[src/rtl/pwm_steer_pkg.sv]
// Shared register map and mode decode for the PWM steering controller.
// Assumes an 8-bit write data bus and a 2-bit register address.
package pwm_steer_pkg;
    localparam logic [1:0] ADDR_PERIOD = 2'd0;
    localparam logic [1:0] ADDR_DUTY   = 2'd1;
    localparam logic [1:0] ADDR_STEER  = 2'd2;
    localparam logic [1:0] ADDR_MODE   = 2'd3;
    localparam int         SYNC_BIT    = 6;

    // True when the mode fields select single-output PWM.
    function automatic logic is_single(input logic [1:0] out_mode, input logic [3:0] ccp_mode);
        return (out_mode == 2'b00) && (ccp_mode[3:2] == 2'b11);
    endfunction
endpackage

[src/rtl/pwm_steer_timebase.sv]
// Period/duty PWM generator. Holds the period and duty registers, runs a counter
// from 0 to the period, and flags the last cycle of each period (wrap).
// Assumes the register writes come from a single-cycle strobe.
module pwm_steer_timebase #(
    parameter int CNT_W = 8
) (
    input  logic             clk,
    input  logic             rst_n,
    input  logic             period_wr,
    input  logic             duty_wr,
    input  logic [CNT_W-1:0] wr_val,
    output logic [CNT_W-1:0] cnt,
    output logic [CNT_W-1:0] period_q,
    output logic             wrap,
    output logic             pwm
);
    logic [CNT_W-1:0] duty_q;

    // Period and duty register storage.
    always_ff @(posedge clk) begin
        if (!rst_n) begin
            period_q <= '0;
            duty_q   <= '0;
        end else begin
            if (period_wr) period_q <= wr_val;
            if (duty_wr)   duty_q   <= wr_val;
        end
    end

    // Free-running counter that restarts after reaching the period.
    always_ff @(posedge clk) begin
        if (!rst_n) cnt <= '0;
        else if (wrap) cnt <= '0;
        else cnt <= cnt + 1'b1;
    end

    // Wrap flag and waveform from the counter state.
    always_comb begin
        wrap = (cnt >= period_q);
        pwm  = (cnt < duty_q);
    end
endmodule

[src/rtl/pwm_steer_mask_ctl.sv]
// Steering mask control: mode register, active mask, pending mask and the
// immediate or period-aligned update policy. Assumes wrap marks the last
// cycle of a PWM period, so a mask applied at that edge starts a full period.
module pwm_steer_mask_ctl
    import pwm_steer_pkg::*;
#(
    parameter int NPIN   = 4,
    parameter int DATA_W = 8
) (
    input  logic              clk,
    input  logic              rst_n,
    input  logic              steer_wr,
    input  logic              mode_wr,
    input  logic [DATA_W-1:0] wr_data,
    input  logic              wrap,
    output logic [NPIN-1:0]   active_mask,
    output logic [NPIN-1:0]   pending_mask,
    output logic              pend_flag,
    output logic              sync_mode,
    output logic              single_mode
);
    localparam logic [NPIN-1:0] RST_MASK = {{(NPIN-1){1'b0}}, 1'b1};

    logic [3:0] ccp_mode;
    logic [1:0] out_mode;
    logic       desync;
    logic       unused_bits;

    assign unused_bits = ^wr_data[DATA_W-1:SYNC_BIT+1];
    assign desync      = mode_wr && sync_mode && pend_flag && !wr_data[SYNC_BIT];

    // Mode register: capture/compare bits, output-mode field, sync bit.
    always_ff @(posedge clk) begin
        if (!rst_n) begin
            ccp_mode  <= '0;
            out_mode  <= '0;
            sync_mode <= 1'b0;
        end else if (mode_wr) begin
            ccp_mode  <= wr_data[3:0];
            out_mode  <= wr_data[5:4];
            sync_mode <= wr_data[SYNC_BIT];
        end
    end

    // Active/pending mask update: immediate, desync promote, or at wrap.
    always_ff @(posedge clk) begin
        if (!rst_n) begin
            active_mask  <= RST_MASK;
            pending_mask <= RST_MASK;
            pend_flag    <= 1'b0;
        end else if (steer_wr) begin
            pending_mask <= wr_data[NPIN-1:0];
            if (sync_mode) begin
                pend_flag <= 1'b1;
            end else begin
                active_mask <= wr_data[NPIN-1:0];
                pend_flag   <= 1'b0;
            end
        end else if (desync || (wrap && pend_flag)) begin
            active_mask <= pending_mask;
            pend_flag   <= 1'b0;
        end
    end

    // Single-output PWM qualification.
    always_comb single_mode = is_single(out_mode, ccp_mode);
endmodule

[src/rtl/pwm_steer_pin.sv]
// One output pin: selects the waveform or port data, then gates the result
// with the direction control. Assumes dir_in = 1 means the pin is an input.
module pwm_steer_pin (
    input  logic pwm,
    input  logic steer_en,
    input  logic single_mode,
    input  logic port_bit,
    input  logic dir_in,
    output logic pin,
    output logic oe
);
    // Source select and direction gating.
    always_comb begin
        oe  = !dir_in;
        pin = oe & ((single_mode && steer_en) ? pwm : port_bit);
    end
endmodule

[src/rtl/pwm_steer_top.sv]
// PWM output steering controller top: write decode, PWM timebase, mask
// control and one pin stage per steerable output.
module pwm_steer_top
    import pwm_steer_pkg::*;
#(
    parameter int NPIN   = 4,
    parameter int CNT_W  = 8,
    parameter int DATA_W = 8
) (
    input  logic              clk,
    input  logic              rst_n,
    input  logic              wr_en,
    input  logic [1:0]        wr_addr,
    input  logic [DATA_W-1:0] wr_data,
    input  logic [NPIN-1:0]   port_data,
    input  logic [NPIN-1:0]   pin_dir,
    output logic [NPIN-1:0]   pin_out,
    output logic [NPIN-1:0]   pin_oe
);
    logic [CNT_W-1:0] cnt;
    logic [CNT_W-1:0] period_q;
    logic             wrap;
    logic             pwm_wave;
    logic [NPIN-1:0]  active_mask;
    logic [NPIN-1:0]  pending_mask;
    logic             pend_flag;
    logic             sync_mode;
    logic             single_mode;
    logic             unused_hi;

    assign unused_hi = ^wr_data[DATA_W-1:CNT_W-1];

    pwm_steer_timebase #(.CNT_W(CNT_W)) i_timebase (
        .clk(clk), .rst_n(rst_n),
        .period_wr(wr_en && wr_addr == ADDR_PERIOD),
        .duty_wr(wr_en && wr_addr == ADDR_DUTY),
        .wr_val(wr_data[CNT_W-1:0]),
        .cnt(cnt), .period_q(period_q), .wrap(wrap), .pwm(pwm_wave)
    );

    pwm_steer_mask_ctl #(.NPIN(NPIN), .DATA_W(DATA_W)) i_mask_ctl (
        .clk(clk), .rst_n(rst_n),
        .steer_wr(wr_en && wr_addr == ADDR_STEER),
        .mode_wr(wr_en && wr_addr == ADDR_MODE),
        .wr_data(wr_data), .wrap(wrap),
        .active_mask(active_mask), .pending_mask(pending_mask),
        .pend_flag(pend_flag), .sync_mode(sync_mode), .single_mode(single_mode)
    );

    for (genvar i = 0; i < NPIN; i++) begin : g_pin
        pwm_steer_pin i_pin (
            .pwm(pwm_wave), .steer_en(active_mask[i]), .single_mode(single_mode),
            .port_bit(port_data[i]), .dir_in(pin_dir[i]),
            .pin(pin_out[i]), .oe(pin_oe[i])
        );
    end
endmodule

[config.mk]
export PLATFORM = sky130hd
export DESIGN_NAME = pwm_steer_top
export DESIGN_NICKNAME = d
export VERILOG_FILES = /design/src/rtl/pwm_steer_pkg.sv /design/src/rtl/pwm_steer_timebase.sv /design/src/rtl/pwm_steer_mask_ctl.sv /design/src/rtl/pwm_steer_pin.sv /design/src/rtl/pwm_steer_top.sv
export SDC_FILE = /design/constraint.sdc
export NUM_CORES = 1
export LEC_CHECK = 0
export BUFFER_PORTS_ARGS = -buffer_cell sky130_fd_sc_hd__buf_2
export CORE_MARGIN = 3
export CORE_UTILIZATION = 50
export DETAILED_ROUTE_END_ITERATION = 6
export GPL_ROUTABILITY_DRIVEN = 0
export PLACE_DENSITY = 0.71
export SETUP_SLACK_MARGIN = 0.5
export SLEW_MARGIN = 20
export SYNTH_ARGS = -nofsm -noshare
export SYNTH_HDL_FRONTEND = slang
export SYNTH_SLANG_ARGS = --single-unit
[constraint.sdc]
create_clock -name clk -period 3.6 [get_ports clk]
set_input_delay 0 -clock clk [delete_from_list [all_inputs] [get_ports clk]]
set_output_delay 0 -clock clk [all_outputs]
set_load 0.05 [all_outputs]
==> summary.md, run 1 <==
| Metric | Value |
|---|---|
| Multi-input gate area | `1124 sq um` |
| Skew final | `0.005890 ns` |
| Sequential Power Share | `50.8%` |
| RSZ-0062 raised after global routing | `no` |
| Pwr dens | `377.6 nW/um^2` |
| Final nets | `286` |
| Slew margin rel. | `34.21%` |
| R2R setup slack | `1.46 ns` |
| Largest family of logic cells by synthesized area | `simple AND/OR/NAND/NOR gates` |
| Core area | `3799 sq um` |
| Xor and xnor area share after synthesis | `2.578%` |
| Peak supply drop | `0.3006 mV` |
| Cell Rows | `22` |
| Synth Warn # | `0` |
| Antenna Diode Count | `0` |
| Crit path kind | `reg -> out` |
| Fin. max-slew vios | `0` |
| Initial antenna violation count | `0` |
| Hold depth | `3` |
| DRC Markers | `0` |
| CTS tree | `built` |
| Clock Sinks | `38` |
| H-tree lvl count | `2` |
| Die X | `69.85 um` |
| Vias per cell | `5.148` |
| Crit path capture type | `output port` |
| Yosys reg bits | `38` |
| Final period util | `69.67%` |
| Vias in the first global route | `1,410` |
| Ports | `29` |
| Synthesized-area fraction occupied by adder cells | `9.822%` |
| First-pass GRT wire length | `6789 um` |
| Port Buffer Count | `28` |
| Vias | `1,534` |
| Req. time, crit path | `3.60 ns` |
| Worst-case clock buffer depth | `2` |
| Crit path time final | `2.508 ns` |
| Worst R2R Path Depth | `6` |
| Mapped Cells | `225` |
| WL/cell | `13.88 um` |
| Fin. Hold Viols | `0` |
| Worst-path fanout max | `5` |
| Area leader, netlist | `dfxtp_1` |
| Fmax | `398.7 MHz` |
| Post-Synth Simple-Gate Area | `20.56%` |
| Register area share after synthesis | `37.32%` |
| WL final | `4137 um` |
| Tot GR Track Use | `17.77%` |
| Clk pin slew, worst setup/hold paths | `0.07 ns` |
| Die area | `4878 sq um` |
| Sw Ratio | `26.48%` |
| Clock Latency Late Sink | `0.29 ns` |
| Synth top area cells | `dfxtp_1, ha_1, mux2i_1` |
| Worst hold path type | `in -> reg` |
| Status | `complete, no violations` |
| Mux share of post-synthesis cell area | `11.05%` |
| P_sw | `0.2288 mW` |
| M1 GR Usage | `24.93%` |
| Worst Max-Slew Pin Slew | `0.9826 ns` |
| Max-capacitance violation count | `0` |
| Register Area | `760.7 sq um` |
| HPWL Detailed | `3110 um` |
| Critical path launch point type | `register` |
| Clock power frac | `35.1%` |
| Yosys top cell area share | `37.32%` |
| DRT antenna net count | `0` |
| Area delta synth->final | `12.28%` |
| Initial Util | `53.66%` |
| Number of unique standard cell types used by synthesis | `36` |
| Comb power frac | `14.0%` |
| Power consumption | `0.8642 mW` |
| Power Internal | `0.6353 mW` |
| Cts bufs inserted | `5` |
| Post-CTS Resized | `0` |
| DR pass1 iterations | `4` |
| Arr. time, crit path | `2.51 ns` |
| Share of post-route cells with drive strength above 1 | `18.40%` |
| Synth Area in Compound Gates | `10.74%` |
| Total Neg Setup Slack | `0 ns` |
| Setup bufs post-CTS | `0` |
| CTS root buf | `clkbuf_8` |
| Lkg Pwr | `1.041 nW` |
| GRT overflow | `0` |
| Met3 Resource Use GR | `3.913%` |
| Initial DRC Count | `43` |
| Synthesized area | `2038 sq um` |
| Largest net degree at the start of global routing | `33` |
| Avg Inst Size Synth | `9.059 sq um` |
| Met2 usage | `26.65%` |
| Filler cells | `335` |
| Setup violators final | `0` |
| Die height | `69.85 um` |
| GR peak layer | `met2` |
| Post-synth net total | `262` |
-- what timing repair did --
action	4_1_cts	5_1_grt
hold endpoints to repair	4	0
hold buffers	3	0
endpoints found under the setup margin	0	0
-- synth_stat cells --
library cell,count
a211o_1,1
a21o_1,3
a21oi_1,13
a21oi_2,1
a221oi_1,1
a22o_1,4
and2_1,3
and3_1,2
and3b_1,1
buf_4,8
clkbuf_1,6
dfxtp_1,38
ha_1,16
inv_1,21
mux2_2,4
mux2i_1,18
nand2_1,4
nand2b_1,7
nand3_1,7
nand3b_1,1
nand4_1,1
nand4bb_1,1
nor2_1,19
nor2_2,1
nor2b_1,24
nor3b_2,1
o211ai_2,1
o21a_1,1
o21ai_0,5
o21bai_1,1
o311ai_1,2
or2_2,1
or3_1,1
or4_1,1
xnor2_1,2
xor2_1,4
-- power by group through the flow --
stage | Sequential (mW) | Combinational [mW] | Clock, mW
after CTS | 0.439 | 0.120 | 0.311
after floorplan | 0.447 | 0.0907 | 0
after global placement | 0.449 | 0.115 | 0
final | 0.439 | 0.121 | 0.304
after global routing | 0.441 | 0.134 | 0.329
after detailed placement | 0.449 | 0.117 | 0
-- cells in the final DEF (no fill, tap or decap), types with 2 or more instances in the layout --
| master | n |
|---|---|
| a22o_1 | 4 |
| xnor2_1 | 2 |
| a21o_1 | 3 |
| mux2_2 | 4 |
| and2_1 | 3 |
| a21oi_1 | 13 |
| and3_1 | 2 |
| nor2b_1 | 24 |
| nand2_1 | 4 |
| nand2b_1 | 7 |
| dlygate4sd3_1 | 3 |
| nand3_1 | 7 |
| clkbuf_8 | 6 |
| xor2_1 | 4 |
| nor2_1 | 19 |
| mux2i_1 | 18 |
| dfxtp_1 | 38 |
| o21ai_0 | 5 |
| buf_2 | 28 |
| ha_1 | 16 |
| inv_1 | 21 |
-- area by class of cell --
class                           instances  area share, %
Multi-Input combinational cell        152          49.10
Sequential cell                        38          33.24
Timing Repair Buffer                   31          7.436
Tap cell                               48          2.624
Clock inverter                          2         0.5467
Inverter                               21          3.445
Clock buffer                            6          3.609
-- layer usage --
layer / vias up / part of all wire [%]
met3: 5 / 4.9
met5: - / 0
li1: 797 / -
met2: 28 / 46
met4: 0 / 1.3
met1: 704 / 48
-- path summary, 6_finish.rpt --
| check | start | to |
|---|---|---|
| setup / recovery | i_timebase.cnt[4] | pin_out[2] |
| setup reg to reg | i_timebase.cnt[2] | i_mask_ctl.active_mask[3] |
| hold / removal | wr_data[0] | i_mask_ctl.pending_mask[0] |
| hold reg to reg | i_timebase.cnt[0] | i_timebase.cnt[0] |
-- state kept, by name (all words and copies together), names as in the netlist --
signal	cells
i_mask_ctl.sync_mode	1
i_timebase.cnt	8
i_mask_ctl.out_mode	2
i_timebase.duty_q	8
i_timebase.period_q	8
i_mask_ctl.pending_mask	4
i_mask_ctl.active_mask	4
i_mask_ctl.ccp_mode	2
i_mask_ctl.pend_flag	1
-- cell families (layout without fill, tap and decap cells) --
kind of cell               after synthesis  after routing
buffers and inverters                   35             60
adders and majority gates               16             16
xor gates and xnor gates                 6              6
and+or+nand+nor                         75             75
muxes                                   22             22
DFF                                     38             38
AOI/OAI and AO/OA                       33             33
-- worst max-delay path, cell delays in order (launching register included) --
cell	delay, ns
dfxtp_1	0.44
ha_1	0.28
a21o_1	0.18
a21o_1	0.17
a221oi_1	0.51
o21ai_0	0.20
a21oi_1	0.17
buf_2	0.28
-- per-stage QoR --
step / setup WS [ns] / std cells / hold slack [ns] / instance area (sq um) / util (%)
after floorplan: 1.685 / 225 / 0.1439 / 2038 / -
after global placement: 1.499 / 287 / 0.2742 / 2156 / 56.75
after detailed placement: 1.466 / 287 / 0.2759 / 2156 / 56.75
after CTS: 1.096 / 298 / 0.01185 / 2281 / 60.05
after global routing: 0.9306 / 298 / 0.01408 / 2288 / 60.24
final: 1.092 / 298 / 0.01565 / 2288 / 60.24
(Power assumes the default switching activity.)
==> run 2, diff against run 1 <==
clock period = 2.5 ns   (was 3.6 ns; I/O delays follow)
==> summary.md, run 2 (same netlist as run 1, synthesis figures left out) <==
| Metric | Value |
|---|---|
| Status | `complete, no violations (unchanged)` |
| Hold Startpoint | `wr_data[1] (was wr_data[0])` |
| Area delta synth->final | `21.30% (was 12.28%)` |
| Vias in the first global route | `1,413 (was 1,410)` |
| R2R setup slack | `0.53 ns (was 1.46 ns)` |
| Fin. max-slew vios | `0 (unchanged)` |
| Fmax | `480.1 MHz` |
| Share of post-route cells with drive strength above 1 | `27.49% (was 18.40%)` |
| FF-to-FF Start | `i_timebase.cnt[2] (unchanged)` |
| Finished Cell Area | `2472 sq um (was 2288 sq um)` |
| DRC Markers | `0 (unchanged)` |
| Layout Cells excl Fill | `299 (was 298)` |
| Die area | `4878 sq um (unchanged)` |
| Final period util | `83.31%` |
| Crit path time final | `2.083 ns` |
| Die height | `69.85 um (unchanged)` |
| Power consumption | `1.364 mW (was 0.8642 mW)` |
| Cell Rows | `22 (unchanged)` |
| Total Neg Setup Slack | `0 ns (unchanged)` |
| Pwr dens | `551.7 nW/um^2 (was 377.6 nW/um^2)` |
| Top Registers | `i_timebase.cnt: 8 flops, i_timebase.duty_q: 8 flops, i_timebase.period_q: 8 flops (unchanged)` |
| Crit path kind | `reg -> out (unchanged)` |
| Worst R2R Path Depth | `6 (unchanged)` |
| Clock Latency Late Sink | `0.29 ns (about the same)` |
| Core area | `3799 sq um (unchanged)` |
| Initial DRC Count | `53 (was 43)` |
| Critical path launch point type | `register (unchanged)` |
| Antenna Diode Count | `0 (unchanged)` |
| Worst-case clock buffer depth | `2 (unchanged)` |
| GRT overflow | `0 (unchanged)` |
| Fin. Hold Viols | `0 (unchanged)` |
| Lkg Pwr | `1.099 nW (was 1.041 nW)` |
| Initial antenna violation count | `0 (unchanged)` |
| Worst hold path type | `in -> reg (unchanged)` |
| First-pass GRT wire length | `6582 um (was 6789 um)` |
| Skew final | `0.004244 ns (was 0.005890 ns)` |
| H-tree lvl count | `2 (unchanged)` |
| Port Buffer Count | `28 (unchanged)` |
| Cell count after placement | `288 (was 287)` |
| Largest net degree at the start of global routing | `33 (unchanged)` |
| Filler cells | `303 (was 335)` |
| Multi-input gate area | `1254 sq um (was 1124 sq um)` |
| Most frequent cells in the layout | `dfxtp_1, nor2b_1, buf_2 (was dfxtp_1, buf_2, nor2b_1)` |
| Hold depth | `3 (unchanged)` |
| Register Area | `777.0 sq um (was 760.7 sq um)` |
| Most common library cell in the layout ignoring fill and taps | `dfxtp_1 (unchanged)` |
| CTS root buf | `clkbuf_8 (unchanged)` |
| Worst hold endpoint | `i_timebase.duty_q[1] (was i_mask_ctl.pending_mask[0])` |
| RSZ-0062 raised after global routing | `yes (was no)` |
| Place WS | `0.3965 ns (was 1.466 ns)` |
| Initial Util | `53.66% (unchanged)` |
| Slew margin rel. | `60.56% (was 34.21%)` |
| CTS tree | `built (unchanged)` |
| Final Util | `65.09% (was 60.24%)` |
| Tot GR Track Use | `16.79% (was 17.77%)` |
| DR pass1 iterations | `4 (unchanged)` |
| Worst-path fanout max | `4 (was 5)` |
| Vias | `1,538 (was 1,534)` |
| Clock Sinks | `38 (unchanged)` |
| R2r endpoint | `i_mask_ctl.active_mask[1] (was i_mask_ctl.active_mask[3])` |
| Crit path capture type | `output port (unchanged)` |
| Worst hold slack | `0.01209 ns (was 0.01565 ns)` |
| Clk pin slew, worst setup/hold paths | `0.07 ns (about the same)` |
| Die X | `69.85 um (unchanged)` |
| Vias per cell | `5.144 (was 5.148)` |
| Max-capacitance violation count | `0 (unchanged)` |
| Placed Area | `2163 sq um (was 2156 sq um)` |
| Worst Max-Slew Pin Slew | `0.5898 ns (was 0.9826 ns)` |
| Arr. time, crit path | `2.08 ns (was 2.51 ns)` |
| Final nets | `288 (was 286)` |
| Crit path from | `i_timebase.cnt[1] (was i_timebase.cnt[4])` |
| WL final | `4213 um (was 4137 um)` |
| HPWL Detailed | `2949 um (was 3110 um)` |
| DRT antenna net count | `0 (unchanged)` |
| Setup violators final | `0 (unchanged)` |
| Ports | `29 (unchanged)` |
| WL/cell | `14.09 um (was 13.88 um)` |
| Req. time, crit path | `2.50 ns (was 3.60 ns)` |
| Peak supply drop | `0.3771 mV (was 0.3006 mV)` |
| Slack of the critical path | `0.4172 ns (was 1.092 ns)` |
| Cts bufs inserted | `5 (unchanged)` |
-- run 2: metal layers --
layer,up-vias,track usage (%),wire length (um)
met5,-,0,0
met4,0,4.468,52
met3,6,3.913,105
li1,804,-,-
met2,21,25.92,1930
met1,707,23.46,2125
-- run 2: power by group --
part | leakage (nW) | internal, mW | switching (mW) | total, mW
sequential | 0.313 | 0.620 | 0.0110 | 0.631
combinational | 0.729 | 0.0917 | 0.118 | 0.210
clock | 0.0573 | 0.319 | 0.204 | 0.523
total | 1.10 | 1.03 | 0.333 | 1.36
-- run 2: layout make-up --
cell class / instances / share of cell area [%]
inverter: 21 / 3.188
sequential: 38 / 31.43
clock buffer: 6 / 3.340
multi-input combinational: 152 / 50.71
timing repair buffer: 33 / 7.692
tap: 48 / 2.429
clock inverter: 1 / 1.215
-- run 2: worst max-delay path, stage by stage, from the launching register on --
cell and delay [ns]:
dfxtp_4 0.36, ha_1 0.29, a211o_1 0.30, a221oi_4 0.36, o21ai_1 0.13, a21oi_1 0.14
buf_4 0.21
-- run 2: repair_timing --
| action | CTS | global route |
|---|---|---|
| endpoints found under the hold margin | 2 | 0 |
| pin swaps | 14 | 8 |
| gates resized for setup | 21 | 22 |
| endpoints found under the setup margin | 16 | 12 |
| setup buffers | 1 | 2 |
| hold buffers | 1 | 0 |
-- run 2: worst max path at each step --
stage                                      to  slack, ns  cells past startpoint
floorplan           i_mask_ctl.active_mask[0]       0.59                      6
global placement                   pin_out[2]       0.39                      7
detailed placement                 pin_out[0]       0.40                      7
CTS                 i_mask_ctl.active_mask[0]       0.47                      6
global route                       pin_out[3]       0.35                      7
finish                             pin_out[0]       0.42                      6
